**src/rtl/refmon_pkg.sv**
```systemverilog
package refmon_pkg;
   localparam int unsigned NUM_ALARM = 4;
   localparam int unsigned EVT_W     = 2 * NUM_ALARM;
   localparam int unsigned REG_W     = 8;
   localparam int unsigned OFF_W     = 3;

   localparam int unsigned ALM_PRI    = 0;
   localparam int unsigned ALM_SEC    = 1;
   localparam int unsigned ALM_HOLD   = 2;
   localparam int unsigned ALM_UNLOCK = 3;

   typedef enum logic [OFF_W-1:0] {
      OFF_RSV0   = 3'd0,
      OFF_REFCTL = 3'd1,
      OFF_LEVEL  = 3'd2,
      OFF_RSV3   = 3'd3,
      OFF_RSV4   = 3'd4,
      OFF_RSV5   = 3'd5,
      OFF_EVENT  = 3'd6,
      OFF_IDENT  = 3'd7
   } refmon_off_e;

   localparam int unsigned REFCTL_SEL_BIT = 0;
   localparam int unsigned REFCTL_TRK_BIT = 3;
endpackage

```
**src/rtl/refmon_sync.sv**
```systemverilog
module refmon_sync #(
   parameter int unsigned WIDTH  = 5,
   parameter int unsigned STAGES = 2
) (
   input  logic             clk,
   input  logic             rst_n,
   input  logic [WIDTH-1:0] d,
   output logic [WIDTH-1:0] q
);
   generate
      if (STAGES < 2) begin : g_bad_depth
         $error("refmon_sync: STAGES must be at least 2");
      end
   endgenerate

   logic [WIDTH-1:0] stg [STAGES];

   always_ff @(posedge clk or negedge rst_n) begin
      if (!rst_n) stg[0] <= '0;
      else        stg[0] <= d;
   end

   generate
      for (genvar k = 1; k < STAGES; k++) begin : g_stage
         always_ff @(posedge clk or negedge rst_n) begin
            if (!rst_n) stg[k] <= '0;
            else        stg[k] <= stg[k-1];
         end
      end
   endgenerate

   assign q = stg[STAGES-1];
endmodule

```
**src/rtl/refmon_edge.sv**
```systemverilog
module refmon_edge #(
   parameter int unsigned WIDTH  = 4,
   parameter int unsigned SETTLE = 3
) (
   input  logic             clk,
   input  logic             rst_n,
   input  logic [WIDTH-1:0] lvl,
   output logic [WIDTH-1:0] rise,
   output logic [WIDTH-1:0] fall
);
   localparam int unsigned CNT_W = $clog2(SETTLE + 1) + 1;

   logic [WIDTH-1:0] prev_q;
   logic [CNT_W-1:0] settle_q;
   logic             armed;

   assign armed = (settle_q == CNT_W'(SETTLE));

   always_ff @(posedge clk or negedge rst_n) begin
      if (!rst_n) begin
         prev_q   <= '0;
         settle_q <= '0;
      end else begin
         prev_q <= lvl;
         if (!armed) settle_q <= settle_q + 1'b1;
      end
   end

   generate
      for (genvar i = 0; i < WIDTH; i++) begin : g_det
         assign rise[i] = armed &  lvl[i] & ~prev_q[i];
         assign fall[i] = armed & ~lvl[i] &  prev_q[i];
      end
   endgenerate
endmodule

```
**src/rtl/refmon_evreg.sv**
```systemverilog
module refmon_evreg #(
   parameter int unsigned NALM = 4
) (
   input  logic              clk,
   input  logic              rst_n,
   input  logic [NALM-1:0]   rise,
   input  logic [NALM-1:0]   fall,
   input  logic              clr,
   output logic [2*NALM-1:0] ev_new,
   output logic [2*NALM-1:0] ev_q,
   output logic              irq
);
   generate
      for (genvar i = 0; i < NALM; i++) begin : g_pair
         assign ev_new[2*i]   = rise[i];
         assign ev_new[2*i+1] = fall[i];
      end
   endgenerate

   always_ff @(posedge clk or negedge rst_n) begin
      if (!rst_n)   ev_q <= '0;
      else if (clr) ev_q <= ev_new;
      else          ev_q <= ev_q | ev_new;
   end

   assign irq = |ev_q;
endmodule

```
**src/rtl/refmon_regwin.sv**
```systemverilog
module refmon_regwin
   import refmon_pkg::*;
#(
   parameter logic [3:0] IRQ_NUM = 4'hA
) (
   input  logic             clk,
   input  logic             rst_n,
   input  logic [OFF_W-1:0] bus_addr,
   input  logic             bus_rd,
   input  logic             bus_wr,
   input  logic [REG_W-1:0] bus_wdata,
   input  logic [NUM_ALARM-1:0] lvl,
   input  logic             trk_sec,
   input  logic [EVT_W-1:0] ev_q,
   output logic             ev_clr,
   output logic [REG_W-1:0] bus_rdata,
   output logic             ref_sel
);
   logic unused_wbits;
   assign unused_wbits = ^bus_wdata[REG_W-1:1];

   assign ev_clr = bus_rd && (bus_addr == OFF_EVENT);

   always_ff @(posedge clk or negedge rst_n) begin
      if (!rst_n) ref_sel <= 1'b0;
      else if (bus_wr && (bus_addr == OFF_REFCTL)) ref_sel <= bus_wdata[REFCTL_SEL_BIT];
   end

   logic [REG_W-1:0] refctl_v, level_v, ident_v;

   always_comb begin
      refctl_v = '0;
      refctl_v[REFCTL_SEL_BIT] = ref_sel;
      refctl_v[REFCTL_TRK_BIT] = trk_sec;
      level_v = {lvl[ALM_PRI], lvl[ALM_SEC], lvl[ALM_HOLD], lvl[ALM_UNLOCK], 4'b0000};
      ident_v = {4'b0000, IRQ_NUM};
   end

   always_comb begin
      unique case (refmon_off_e'(bus_addr))
         OFF_REFCTL: bus_rdata = refctl_v;
         OFF_LEVEL:  bus_rdata = level_v;
         OFF_EVENT:  bus_rdata = ev_q;
         OFF_IDENT:  bus_rdata = ident_v;
         default:    bus_rdata = '0;
      endcase
   end
endmodule

```
**src/rtl/refmon_event_unit.sv**
```systemverilog
module refmon_event_unit
   import refmon_pkg::*;
#(
   parameter int unsigned SYNC_STAGES = 2,
   parameter logic [3:0]  IRQ_NUM     = 4'hA
) (
   input  logic                 clk,
   input  logic                 rst_n,
   input  logic [NUM_ALARM-1:0] alarm_i,
   input  logic                 trk_sec_i,
   input  logic [OFF_W-1:0]     bus_addr,
   input  logic                 bus_rd,
   input  logic                 bus_wr,
   input  logic [REG_W-1:0]     bus_wdata,
   output logic [REG_W-1:0]     bus_rdata,
   output logic                 irq_o,
   output logic                 ref_sel_o
);
   localparam int unsigned SYNC_W = NUM_ALARM + 1;
   localparam int unsigned SETTLE = SYNC_STAGES + 1;

   generate
      if (EVT_W != REG_W) begin : g_bad_width
         $error("refmon_event_unit: event byte must fill one register");
      end
   endgenerate

   logic [SYNC_W-1:0]    sync_q;
   logic [NUM_ALARM-1:0] lvl, evt_rise, evt_fall;
   logic                 trk_sec;
   logic [EVT_W-1:0]     ev_new, ev_q;
   logic                 ev_clr;

   refmon_sync #(.WIDTH(SYNC_W), .STAGES(SYNC_STAGES)) u_sync (
      .clk(clk), .rst_n(rst_n), .d({trk_sec_i, alarm_i}), .q(sync_q)
   );

   assign lvl     = sync_q[NUM_ALARM-1:0];
   assign trk_sec = sync_q[NUM_ALARM];

   refmon_edge #(.WIDTH(NUM_ALARM), .SETTLE(SETTLE)) u_edge (
      .clk(clk), .rst_n(rst_n), .lvl(lvl), .rise(evt_rise), .fall(evt_fall)
   );

   refmon_evreg #(.NALM(NUM_ALARM)) u_evreg (
      .clk(clk), .rst_n(rst_n), .rise(evt_rise), .fall(evt_fall),
      .clr(ev_clr), .ev_new(ev_new), .ev_q(ev_q), .irq(irq_o)
   );

   refmon_regwin #(.IRQ_NUM(IRQ_NUM)) u_win (
      .clk(clk), .rst_n(rst_n), .bus_addr(bus_addr), .bus_rd(bus_rd),
      .bus_wr(bus_wr), .bus_wdata(bus_wdata), .lvl(lvl), .trk_sec(trk_sec),
      .ev_q(ev_q), .ev_clr(ev_clr), .bus_rdata(bus_rdata), .ref_sel(ref_sel_o)
   );
endmodule

```
**config.mk**
```make
export PLATFORM = sky130hd
export DESIGN_NAME = refmon_event_unit
export DESIGN_NICKNAME = d
export VERILOG_FILES = /design/src/rtl/refmon_pkg.sv /design/src/rtl/refmon_sync.sv /design/src/rtl/refmon_edge.sv /design/src/rtl/refmon_evreg.sv /design/src/rtl/refmon_regwin.sv /design/src/rtl/refmon_event_unit.sv
export SDC_FILE = /design/constraint.sdc
export NUM_CORES = 1
export LEC_CHECK = 0
export BUFFER_PORTS_ARGS = -buffer_cell sky130_fd_sc_hd__clkbuf_2
export CAP_MARGIN = 10
export CORE_MARGIN = 4
export CORE_UTILIZATION = 30
export CTS_BUF_LIST = sky130_fd_sc_hd__clkbuf_2 sky130_fd_sc_hd__clkbuf_4 sky130_fd_sc_hd__clkbuf_8
export DETAILED_ROUTE_END_ITERATION = 10
export SLEW_MARGIN = 0
export SYNTH_ARGS = -nofsm -noshare
export SYNTH_HDL_FRONTEND = slang
export SYNTH_SLANG_ARGS = --single-unit
```
**constraint.sdc**
```tcl
create_clock -name clk -period 3.6 [get_ports clk]
set_clock_uncertainty 0.15 [all_clocks]
set_input_delay 1.08 -clock clk [delete_from_list [all_inputs] [get_ports clk]]
set_output_delay 1.08 -clock clk [all_outputs]
set_load 0.02 [all_outputs]
```
======== After elaboration in Yosys (flattened, before gate mapping) ========
Cells that the tools add are included.
word-level totals
  register bits after elaboration ......... 26
  input port bits ......................... 20
  output and inout port bits .............. 10
  word-level logic and storage cells ...... 42
cells by class
  $add $sub $neg .......................... 1
  eq/ne operators ......................... 5
  muxes and demuxes ....................... 2
  bitwise gates (word level) .............. 25
  reduce and logical (&&, ||, !) cells .... 3
operators by type and width
  operator                                             number
  case mux 8 bit (4 select lines)                      1
  bitwise AND 1 bit                                    16
  2-to-1 mux 8 bit                                     1
  NOT 1 bit                                            8
  OR 8 bit                                             1
  OR reduction 8 bit                                   1
  equality test 3 x 2 -> 1 bit, second input constant  2
  equality test 3 bit, second input constant           2
  adder 3 x 1 -> 3 bit, second input constant          1
  equality test 3 x 1 -> 1 bit, second input constant  1
  logical AND 1 bit                                    2

======== Logic depth before layout (Yosys ltp) ========
Gate-level depths: netlist of the first run.
  depth after elaboration ................. 5
  gate-level depth with buffers ........... 5
  gate-level depth less buffers ........... 4

======== Cells and area by module ========
Synthesis of the first run repeated with hierarchy kept, for this count alone.
second synthesis, totals
  cells, all modules ...................... 94
  area, all modules ....................... 1,128.6 µm²
by module, submodules not included
  module         instances  cells an instance  area each (µm²)
  refmon_evreg   1          28                 341.6
  refmon_edge    1          27                 310.3
  refmon_sync    1          15                 287.8
  refmon_regwin  1          24                 188.9

======== Worst setup path after synthesis of the first run ========
Ideal clock, no wire load.
  path type ............................... input to output
  start point ............................. input port bus_addr[2]
  end point ............................... output port bus_rdata[0]
  arrival ................................. 1.704 ns
  data required time ...................... 2.370 ns
  slack ................................... 0.666 ns
  cell stages on the path ................. 3
  path buffers ............................ 1
  cells stage by stage .................... buf_6 nor3b_1 a32o_1
on the way
  cells in the longest elaborated chain, start to end .. 2
RTL lines
  element                                      line                     text
  start: declaration                           refmon_event_unit.sv:11  input logic [OFF_W-1:0] bus_addr,
  equality test 3 bit (tied with other cells)  refmon_regwin.sv:40      unique case (refmon_off_e'(bus_addr))
  case mux 8 bit (4 select lines) *            refmon_regwin.sv:40
  end: declaration                             refmon_event_unit.sv:15  output logic [REG_W-1:0] bus_rdata,
Every way passes the cells marked *; elsewhere a longest branch is shown, timed or not.

======== Worst setup path in the final report of the first run ========
  start point ............................. input port bus_addr[2]
  end point ............................... output port bus_rdata[3]
The elaborated chain is that of the path after synthesis.

==> impl_metrics.py, run 1 <==
metrics = {
    "drt": {
        "ant_nets": 0,
        "post-route-drc-count": 0,
        "via_per_inst": 4.41,
        "vias": 631,
        "dr.pass1.iters": 4,
        "drt_wl_total_mm": 1.79,
        "drt_iter0_markers": 24,
        "routedWlPerCell_um": 12.5,
    },
    "cells_and_area": {
        "regArea_um2": 651,
        "fillers": 318,
        "post_route_cells_drive_above_1_share_pct": 29.3,
        "nets": 122,
        "syn_to_final_growth_pct": 19.9,
        "multi_input_area_um2": 328,
        "final_cell_mix": "26 x dfrtp_1, 22 x clkbuf_2, 7 x nand2_1, 7 x nor2_1",
        "final_common_cell": "dfrtp_1",
        "antenna_cells": 0,
    },
    "place": {
        "gp_congestion": 0.741,
        "port_buffers": 22,
        "dpl.hpwl_mm": 1.33,
    },
    "cts": {
        "cts_sinks": 26,
        "hold_buffers": 0,
        "root_buffer": "clkbuf_4",
        "cts_resized": 0,
        "clock_latency_ps": 320,
        "clkTransAtPathRegs_ps": 140,
        "cts_buffer_depth": 2,
        "numCtsBuffers": 3,
        "htreeDepth": 1,
        "post_cts.repair.setup_buffers": 0,
        "tritoncts": "done",
    },
    "power_and_ir_drop": {
        "ir_worst_vdd_mv": 0.193,
        "p_sw_share_pct": 22.6,
        "p_comb_share_pct": 10.1,
        "p_seq_share_pct": 56.0,
        "p_sw_mw": 0.131,
        "p_total_mw": 0.579,
        "p_int_mw": 0.448,
        "clkPwrFrac_pct": 33.9,
        "power.density_nw_per_um2": 477,
        "p_leak_nw": 0.570,
    },
    "timing": {
        "fmax_mhz": 312,
        "max_slew.worst_pin.slew_ps": 629,
        "slew_viol_final": 0,
        "hold_viol": 0,
        "tns_ps": 0,
        "rsz0062_at_grt": "false",
        "setup_viol": 0,
        "finalCritPeriodShare_pct": 89.1,
        "max_slew_margin_pct": 58.0,
        "period_minus_slack_ps": 3210,
        "whs_ps": 204,
    },
    "synth": {
        "ys_ff_latch": 26,
        "mappedNetlistArea_um2": 1010,
        "netlist_instances": 75,
        "syn-num-nets": 97,
        "synth_cell_types": 21,
        "avgSynthCellArea_um2": 13.5,
        "ys_warn_count": 0,
        "synth-seq-area-share_pct": 64.2,
    },
    "floorplanning": {
        "die_w_um": 66.1,
        "core_area_um2": 3150,
        "dieArea_um2": 4370,
        "rows": 20,
        "initial_core_util_pct": 32.1,
        "die_h_um": 66.1,
        "ios": 30,
    },
    "flow_run": {
        "drv_cap": 0,
    },
    "setup_path": {
        "arrival_ps": 1980,
        "required_ps": 2370,
        "worstRegToRegCells": 3,
        "r2r_setup_slack_ps": 2010,
        "endpoint_kind": "primary output",
        "crit_type": "input port to primary output",
        "cp-start-kind": "input port",
        "critPathMaxFanout": 10,
    },
    "grt": {
        "grt_pass1_vias": 650,
        "grt_start_max_net_pins": 27,
        "grt_overflow": 0,
        "grt_pass1_wl_mm": 2.86,
        "grt_usage_pct": 8.67,
        "antenna_found_initial": 0,
    },
    "worst_hold_path": {
        "whs_path_depth": 0,
        "hp-class": "flip-flop to flip-flop",
    },
    "outcome": {
        "status": "complete, no violations",
    },
}
power by group through the flow:
stage	sequential (mW)	clock (mW)	combinational (mW)
after detailed placement	0.330	0	0.0595
after global placement	0.329	0	0.0577
after floorplan	0.329	0	0.0323
after global routing	0.327	0.218	0.0639
after CTS	0.324	0.204	0.0598
final	0.324	0.196	0.0587
flip-flops by register name, indices dropped and copies added, names as in the netlist:
| name | flops |
|---|---|
| u_edge.settle_q | 3 |
| u_sync.stg | 5 |
| u_sync.q | 5 |
| u_evreg.ev_q | 8 |
| u_win.ref_sel | 1 |
| u_edge.prev_q | 4 |
worst paths after layout:
| kind | from | endpoint |
|---|---|---|
| hold reg to reg | u_sync.stg[6] | u_sync.q[1] |
| hold / removal | u_sync.stg[6] | u_sync.q[1] |
| min in group asynchronous | rst_n | u_sync.stg[7] |
| max in group asynchronous | rst_n | u_sync.stg[6] |
| setup / recovery | bus_addr[2] | bus_rdata[3] |
| setup reg to reg | u_edge.settle_q[0] | u_edge.settle_q[1] |
stage by stage:
step	std cells	area, um2	setup slack [ps]	utilization (%)
floorplan	75	1010	666	-
global placement	139	1160	446	36.9
detailed placement	139	1160	421	36.9
CTS	143	1210	418	38.5
global route	143	1210	321	38.5
finish	143	1210	391	38.5
synth_stat cells:
master | n | share of area, %
a32o_1 | 5 | 4.9
and3_1 | 1 | 0.62
mux2_2 | 1 | 1.1
o21ai_0 | 1 | 0.49
buf_2 | 1 | 0.49
nor4_1 | 2 | 1.2
dfrtp_1 | 26 | 64
mux2_1 | 1 | 1.1
nor3b_1 | 1 | 0.74
nor4bb_4 | 1 | 2.5
nand4b_2 | 1 | 1.5
or2b_1 | 1 | 0.74
buf_6 | 1 | 1.1
ha_1 | 2 | 2.5
nand2_1 | 7 | 2.6
nor2_1 | 7 | 2.6
inv_1 | 5 | 1.9
nor2b_1 | 1 | 0.62
xnor2_1 | 1 | 0.86
mux2i_1 | 4 | 4.0
o2bb2ai_1 | 5 | 4.3
worst max-delay path, stage by stage:
cell	delay, ps
clkbuf_2	210
nor3b_1	330
o2bb2ai_1	160
clkbuf_2	190
metal layers:
layer / track usage [%] / vias up / wire length (um)
met5: 0 / - / 0
met4: 5.33 / 0 / 19
met1: 11.6 / 302 / 884
met3: 1.87 / 2 / 116
met2: 12.6 / 16 / 768
li1: - / 311 / -
cell type report:
| type | count | area share, % |
|---|---|---|
| flip-flops and latches | 26 | 53.6 |
| multi-input cells | 42 | 27.0 |
| repair buffers | 22 | 9.06 |
| well taps | 44 | 4.53 |
| clock inverters | 1 | 2.47 |
| clock buffers | 3 | 1.85 |
| inverters | 5 | 1.54 |
logic make-up after synthesis:
group / count (synthesis) / synth area share [%]
mux: 6 / 6.17
buf+inv: 7 / 3.46
xor+xnor: 1 / 0.864
compound gates: 11 / 9.75
fa+ha+maj: 2 / 2.47
simple gates: 22 / 13.1
flops: 26 / 64.2
Power figures use the tool's default switching activity.
==> inputs of run 2 (changes only) <==
--- a/config.mk
+++ b/config.mk
@@ -11,6 +11,7 @@
 export CORE_UTILIZATION = 30
 export CTS_BUF_LIST = sky130_fd_sc_hd__clkbuf_2 sky130_fd_sc_hd__clkbuf_4 sky130_fd_sc_hd__clkbuf_8
 export DETAILED_ROUTE_END_ITERATION = 10
+export RECOVER_POWER = 50
 export SLEW_MARGIN = 0
 export SYNTH_ARGS = -nofsm -noshare
 export SYNTH_HDL_FRONTEND = slang
==> run 2 against run 1 <==
Effect of this change: setup slack is the same; final area shrank 0.10%; critical path depth is the same; cell count is the same; register-to-register slack is essentially flat; routed wire length is essentially flat; hold slack is the same; die area is the same; power is essentially flat; sequential cell count is the same; count of clock-buffer cells in the layout is the same; highest routed layer unchanged.
==> impl_metrics.py, run 2 (synthesis results as in run 1) <==
metrics = {
    "floorplanning": {
        "core_area_um2": 3150,
        "die_h_um": 66.1,
        "rows": 20,
        "dieArea_um2": 4370,
        "initial_core_util_pct": 32.1,
        "die_w_um": 66.1,
        "ios": 30,
    },
    "cells_and_area": {
        "largest_register_ffs": 8,
        "nets": 122,
        "instances_no_fill": 143,
        "multi_input_area_um2": 328,
        "regMostFlops": "u_evreg.ev_q",
        "fillers": 319,
        "regArea_um2": 651,
        "post_route_cells_drive_above_1_share_pct": 28.3,
        "utilization_pct": 38.5,
        "syn_to_final_growth_pct": 19.8,
        "antenna_cells": 0,
        "final_cell_mix": "26 x dfrtp_1, 21 x clkbuf_2, 7 x nand2_1, 7 x nor2_1",
        "final_common_cell": "dfrtp_1",
    },
    "setup_path": {
        "required_ps": 2370,
        "crit_type": "input port to primary output",
        "endpoint_kind": "primary output",
        "cp-start-kind": "input port",
        "arrival_ps": 1980,
        "critPathMaxFanout": 10,
    },
    "timing": {
        "setup_viol": 0,
        "fmax_mhz": 312,
        "tns_ps": 0,
        "max_slew.worst_pin.slew_ps": 1350,
        "finalCritPeriodShare_pct": 89.1,
        "rsz0062_at_grt": "false",
        "hold_viol": 0,
        "slew_viol_final": 0,
        "max_slew_margin_pct": 9.83,
        "period_minus_slack_ps": 3210,
    },
    "flow_run": {
        "drv_cap": 0,
    },
    "outcome": {
        "status": "complete, no violations",
    },
    "power_and_ir_drop": {
        "p_total_mw": 0.579,
        "p_leak_nw": 0.567,
        "ir_worst_vdd_mv": 0.193,
        "power.density_nw_per_um2": 477,
    },
    "cts": {
        "cts_resized": 0,
        "hold_buffers": 0,
        "htreeDepth": 1,
        "root_buffer": "clkbuf_4",
        "tritoncts": "done",
        "clkTransAtPathRegs_ps": 140,
        "clock_latency_ps": 320,
        "numCtsBuffers": 3,
        "cts_sinks": 26,
        "post_cts.repair.setup_buffers": 0,
        "cts_buffer_depth": 2,
    },
    "drt": {
        "drt_iter0_markers": 24,
        "dr.pass1.iters": 4,
        "post-route-drc-count": 0,
        "vias": 631,
        "via_per_inst": 4.41,
        "drt_wl_total_mm": 1.79,
        "routedWlPerCell_um": 12.5,
        "ant_nets": 0,
    },
    "worst_hold_path": {
        "hp-class": "flip-flop to flip-flop",
    },
    "place": {
        "dpl.hpwl_mm": 1.33,
        "numPlacedInstances": 139,
        "port_buffers": 22,
        "gp_congestion": 0.741,
    },
    "grt": {
        "grt_pass1_vias": 650,
        "grt_start_max_net_pins": 27,
        "grt_overflow": 0,
        "antenna_found_initial": 0,
        "grt_pass1_wl_mm": 2.86,
        "grt_usage_pct": 8.67,
    },
}
run 2: final cells by class:
class / count / share of cell area, %
clock buffers: 3 / 1.86
clock inverters: 1 / 2.47
inverters: 5 / 1.55
flip-flops and latches: 26 / 53.6
well taps: 44 / 4.54
repair buffers: 22 / 8.97
multi-input cells: 42 / 27.0
run 2: critical path, stage by stage:
cell	delay, ps
clkbuf_2	210
nor3b_1	330
o2bb2ai_1	160
clkbuf_2	190
run 2: metal layers:
layer	share of wire, %	vias up	GRT usage (%)
met1	49	302	11.6
met4	1.1	0	5.33
met3	6.5	2	1.87
met2	43	16	12.6
li1	-	311	-
met5	0	-	0
run 2: power by group:
part	switching (mW)	internal, mW	leakage [nW]
clock	0.0838	0.113	0.0279
combinational	0.0337	0.0248	0.254
sequential	0.0137	0.311	0.285
total	0.131	0.448	0.567
run 2: path summary, 6_finish.rpt:
| path | endpoint | cells past startpoint | slack (ps) | start |
|---|---|---|---|---|
| setup reg to reg | u_edge.settle_q[1] | 3 | 2010 | u_edge.settle_q[0] |
| hold reg to reg | u_sync.q[1] | 0 | 200 | u_sync.stg[6] |
| hold / removal | u_sync.q[1] | 0 | 200 | u_sync.stg[6] |
| min in group asynchronous | u_sync.stg[7] | 1 | 880 | rst_n |
| max in group asynchronous | u_sync.stg[6] | 1 | 1620 | rst_n |
| setup / recovery | bus_rdata[3] | 4 | 390 | bus_addr[2] |
run 2: through the flow:
stage	area (um2)	setup slack, ps	hold WS, ps
after floorplan	1010	666	181
after global placement	1160	446	184
after detailed placement	1160	421	186
after CTS	1210	418	207
after global routing	1210	321	227
final	1210	391	204
==> inputs of run 3 (changes only) <==
--- a/config.mk
+++ b/config.mk
@@ -6,11 +6,12 @@
 export NUM_CORES = 1
 export LEC_CHECK = 0
 export BUFFER_PORTS_ARGS = -buffer_cell sky130_fd_sc_hd__clkbuf_2
-export CAP_MARGIN = 10
+export CAP_MARGIN = 20
 export CORE_MARGIN = 4
-export CORE_UTILIZATION = 30
-export CTS_BUF_LIST = sky130_fd_sc_hd__clkbuf_2 sky130_fd_sc_hd__clkbuf_4 sky130_fd_sc_hd__clkbuf_8
+export CORE_UTILIZATION = 53
+export CTS_BUF_LIST = sky130_fd_sc_hd__clkbuf_16
 export DETAILED_ROUTE_END_ITERATION = 10
+export PLACE_DENSITY = 0.82
 export RECOVER_POWER = 50
 export SLEW_MARGIN = 0
 export SYNTH_ARGS = -nofsm -noshare
==> run 3 against run 2 <==
Effect of this change: via count grew 3.5%; largest cell class unchanged; critical path depth did not move; sequential cell count stayed put; combinational power decreased by 2%; hold slack worse by 5.7 ps; sequential power hardly changed; global-route usage rose by 5.4 points; critical path type unchanged; register-to-register slack about the same.
==> impl_metrics.py, run 3 (synthesis results as in run 1) <==
metrics = {
    "cts": {
        "clkTransAtPathRegs_ps": 60,
        "numCtsBuffers": 3,
        "tritoncts": "done",
        "htreeDepth": 1,
        "cts_sinks": 26,
        "hold_buffers": 0,
        "root_buffer": "clkbuf_16",
        "post_cts.repair.setup_buffers": 0,
        "cts_resized": 0,
        "cts_buffer_depth": 2,
        "clock_latency_ps": 250,
    },
    "setup_path": {
        "crit_type": "input port to primary output",
        "worstRegToRegCells": 3,
        "arrival_ps": 1930,
        "path_depth": 4,
        "cpMaxStageDelayCell": "nor3b_1",
        "r2r_setup_slack_ps": 2020,
        "cp-start-kind": "input port",
        "endpoint_kind": "primary output",
        "crit_chain": "clkbuf_2 > nor3b_1 > o2bb2ai_1 > clkbuf_2",
        "crit_buf_inv": 2,
        "cp_top_family": "buffers and inverters",
        "max_stage_delay_ps": 300,
        "required_ps": 2370,
        "critPathMaxFanout": 10,
        "cpMostUsedCell": "clkbuf_2",
    },
    "grt": {
        "grt_usage_pct": 14.1,
        "grt_start_max_net_pins": 27,
        "antenna_found_initial": 0,
        "grt_pass1_vias": 663,
        "grt_pass1_wl_mm": 2.79,
        "grt_overflow": 0,
    },
    "floorplanning": {
        "die_w_um": 51.7,
        "ios": 30,
        "dieArea_um2": 2680,
        "rows": 15,
        "core_area_um2": 1760,
        "die_h_um": 51.7,
        "initial_core_util_pct": 57.4,
    },
    "drt": {
        "ant_nets": 0,
        "drt_iter0_markers": 1,
        "drt_wl_total_mm": 1.65,
        "dr.pass1.iters": 4,
        "post-route-drc-count": 0,
        "via_per_inst": 5.27,
        "vias": 653,
        "routedWlPerCell_um": 13.3,
    },
    "cells_and_area": {
        "largest_register_ffs": 8,
        "fillers": 149,
        "post_route_cells_drive_above_1_share_pct": 27.3,
        "final_common_cell": "dfrtp_1",
        "final_cell_mix": "26 x dfrtp_1, 21 x clkbuf_2, 7 x nand2_1, 7 x nor2_1",
        "regMostFlops": "u_evreg.ev_q",
        "antenna_cells": 0,
        "syn_to_final_growth_pct": 20.0,
        "nets": 122,
    },
    "power_and_ir_drop": {
        "clkPwrFrac_pct": 38.0,
        "p_comb_share_pct": 9.3,
        "p_sw_mw": 0.132,
        "power.density_nw_per_um2": 506,
        "ir_worst_vdd_mv": 0.335,
        "p_leak_nw": 0.577,
        "p_seq_share_pct": 52.8,
        "p_int_mw": 0.484,
        "p_sw_share_pct": 21.4,
    },
    "timing": {
        "period_minus_slack_ps": 3160,
        "fmax_mhz": 317,
        "whs_ps": 199,
        "setup_viol": 0,
        "hold_viol": 0,
        "slew_viol_final": 0,
        "max_slew_margin_pct": 15.8,
        "tns_ps": 0,
        "rsz0062_at_grt": "false",
        "finalCritPeriodShare_pct": 87.7,
        "max_slew.worst_pin.slew_ps": 1260,
    },
    "outcome": {
        "status": "complete, no violations",
    },
    "place": {
        "gp_congestion": 0.814,
        "port_buffers": 22,
        "dpl.hpwl_mm": 1.24,
    },
    "worst_hold_path": {
        "hp-class": "flip-flop to flip-flop",
        "whs_path_depth": 0,
    },
    "flow_run": {
        "drv_cap": 0,
    },
}
[run 3: cell count changes in the layout (fill, tap and decap cells not counted)]
| cell | before | now |
|---|---|---|
| bufinv_16 | 1 | 0 |
| clkbuf_4 | 3 | 0 |
| clkinv_1 | 0 | 1 |
| clkbuf_16 | 0 | 3 |
[run 3: layout make-up]
type / count / area, um2 / share of cell area [%]
flip-flops and latches: 26 / 651 / 53.5
repair buffers: 22 / 109 / 8.95
multi-input cells: 42 / 328 / 27.0
clock buffers: 3 / 75.1 / 6.17
inverters: 5 / 18.8 / 1.54
well taps: 25 / 31.3 / 2.57
clock inverters: 1 / 3.75 / 0.309
[run 3: metrics by stage]
stage	worst slack, ps	total power, mW	std cells	utilization [%]	instance area (um2)
3_5_place_dp	458	0.388	120	64.5	1140
3_3_place_gp	472	0.386	120	64.5	1140
5_1_grt	416	0.643	124	68.9	1220
6_report	442	0.616	124	68.9	1220
4_1_cts	455	0.622	124	69.0	1220
2_1_floorplan	666	0.361	75	-	1010
[run 3: worst paths after layout]
kind | from | endpoint
max reg2reg | u_edge.settle_q[0] | u_edge.settle_q[1]
min reg2reg | u_sync.stg[7] | u_sync.q[2]
min in group asynchronous | rst_n | u_sync.stg[5]
min | u_sync.stg[7] | u_sync.q[2]
max in group asynchronous | rst_n | u_evreg.ev_q[1]
max | bus_addr[2] | bus_rdata[3]
[run 3: power groups by stage]
stage / logic [mW] / clock network, mW / registers [mW]
2_1_floorplan: 0.0323 / 0 / 0.329
3_3_place_gp: 0.0569 / 0 / 0.329
3_5_place_dp: 0.0582 / 0 / 0.330
4_1_cts: 0.0585 / 0.239 / 0.325
5_1_grt: 0.0632 / 0.252 / 0.327
6_report: 0.0572 / 0.234 / 0.325
[run 3: layer usage]
layer / up-vias / track usage [%] / wire length (um)
met5: - / 0 / 0
met4: 0 / 4.37 / 0
met3: 0 / 2.87 / 113
met2: 21 / 24.2 / 791
met1: 320 / 17.9 / 745
li1: 312 / - / -
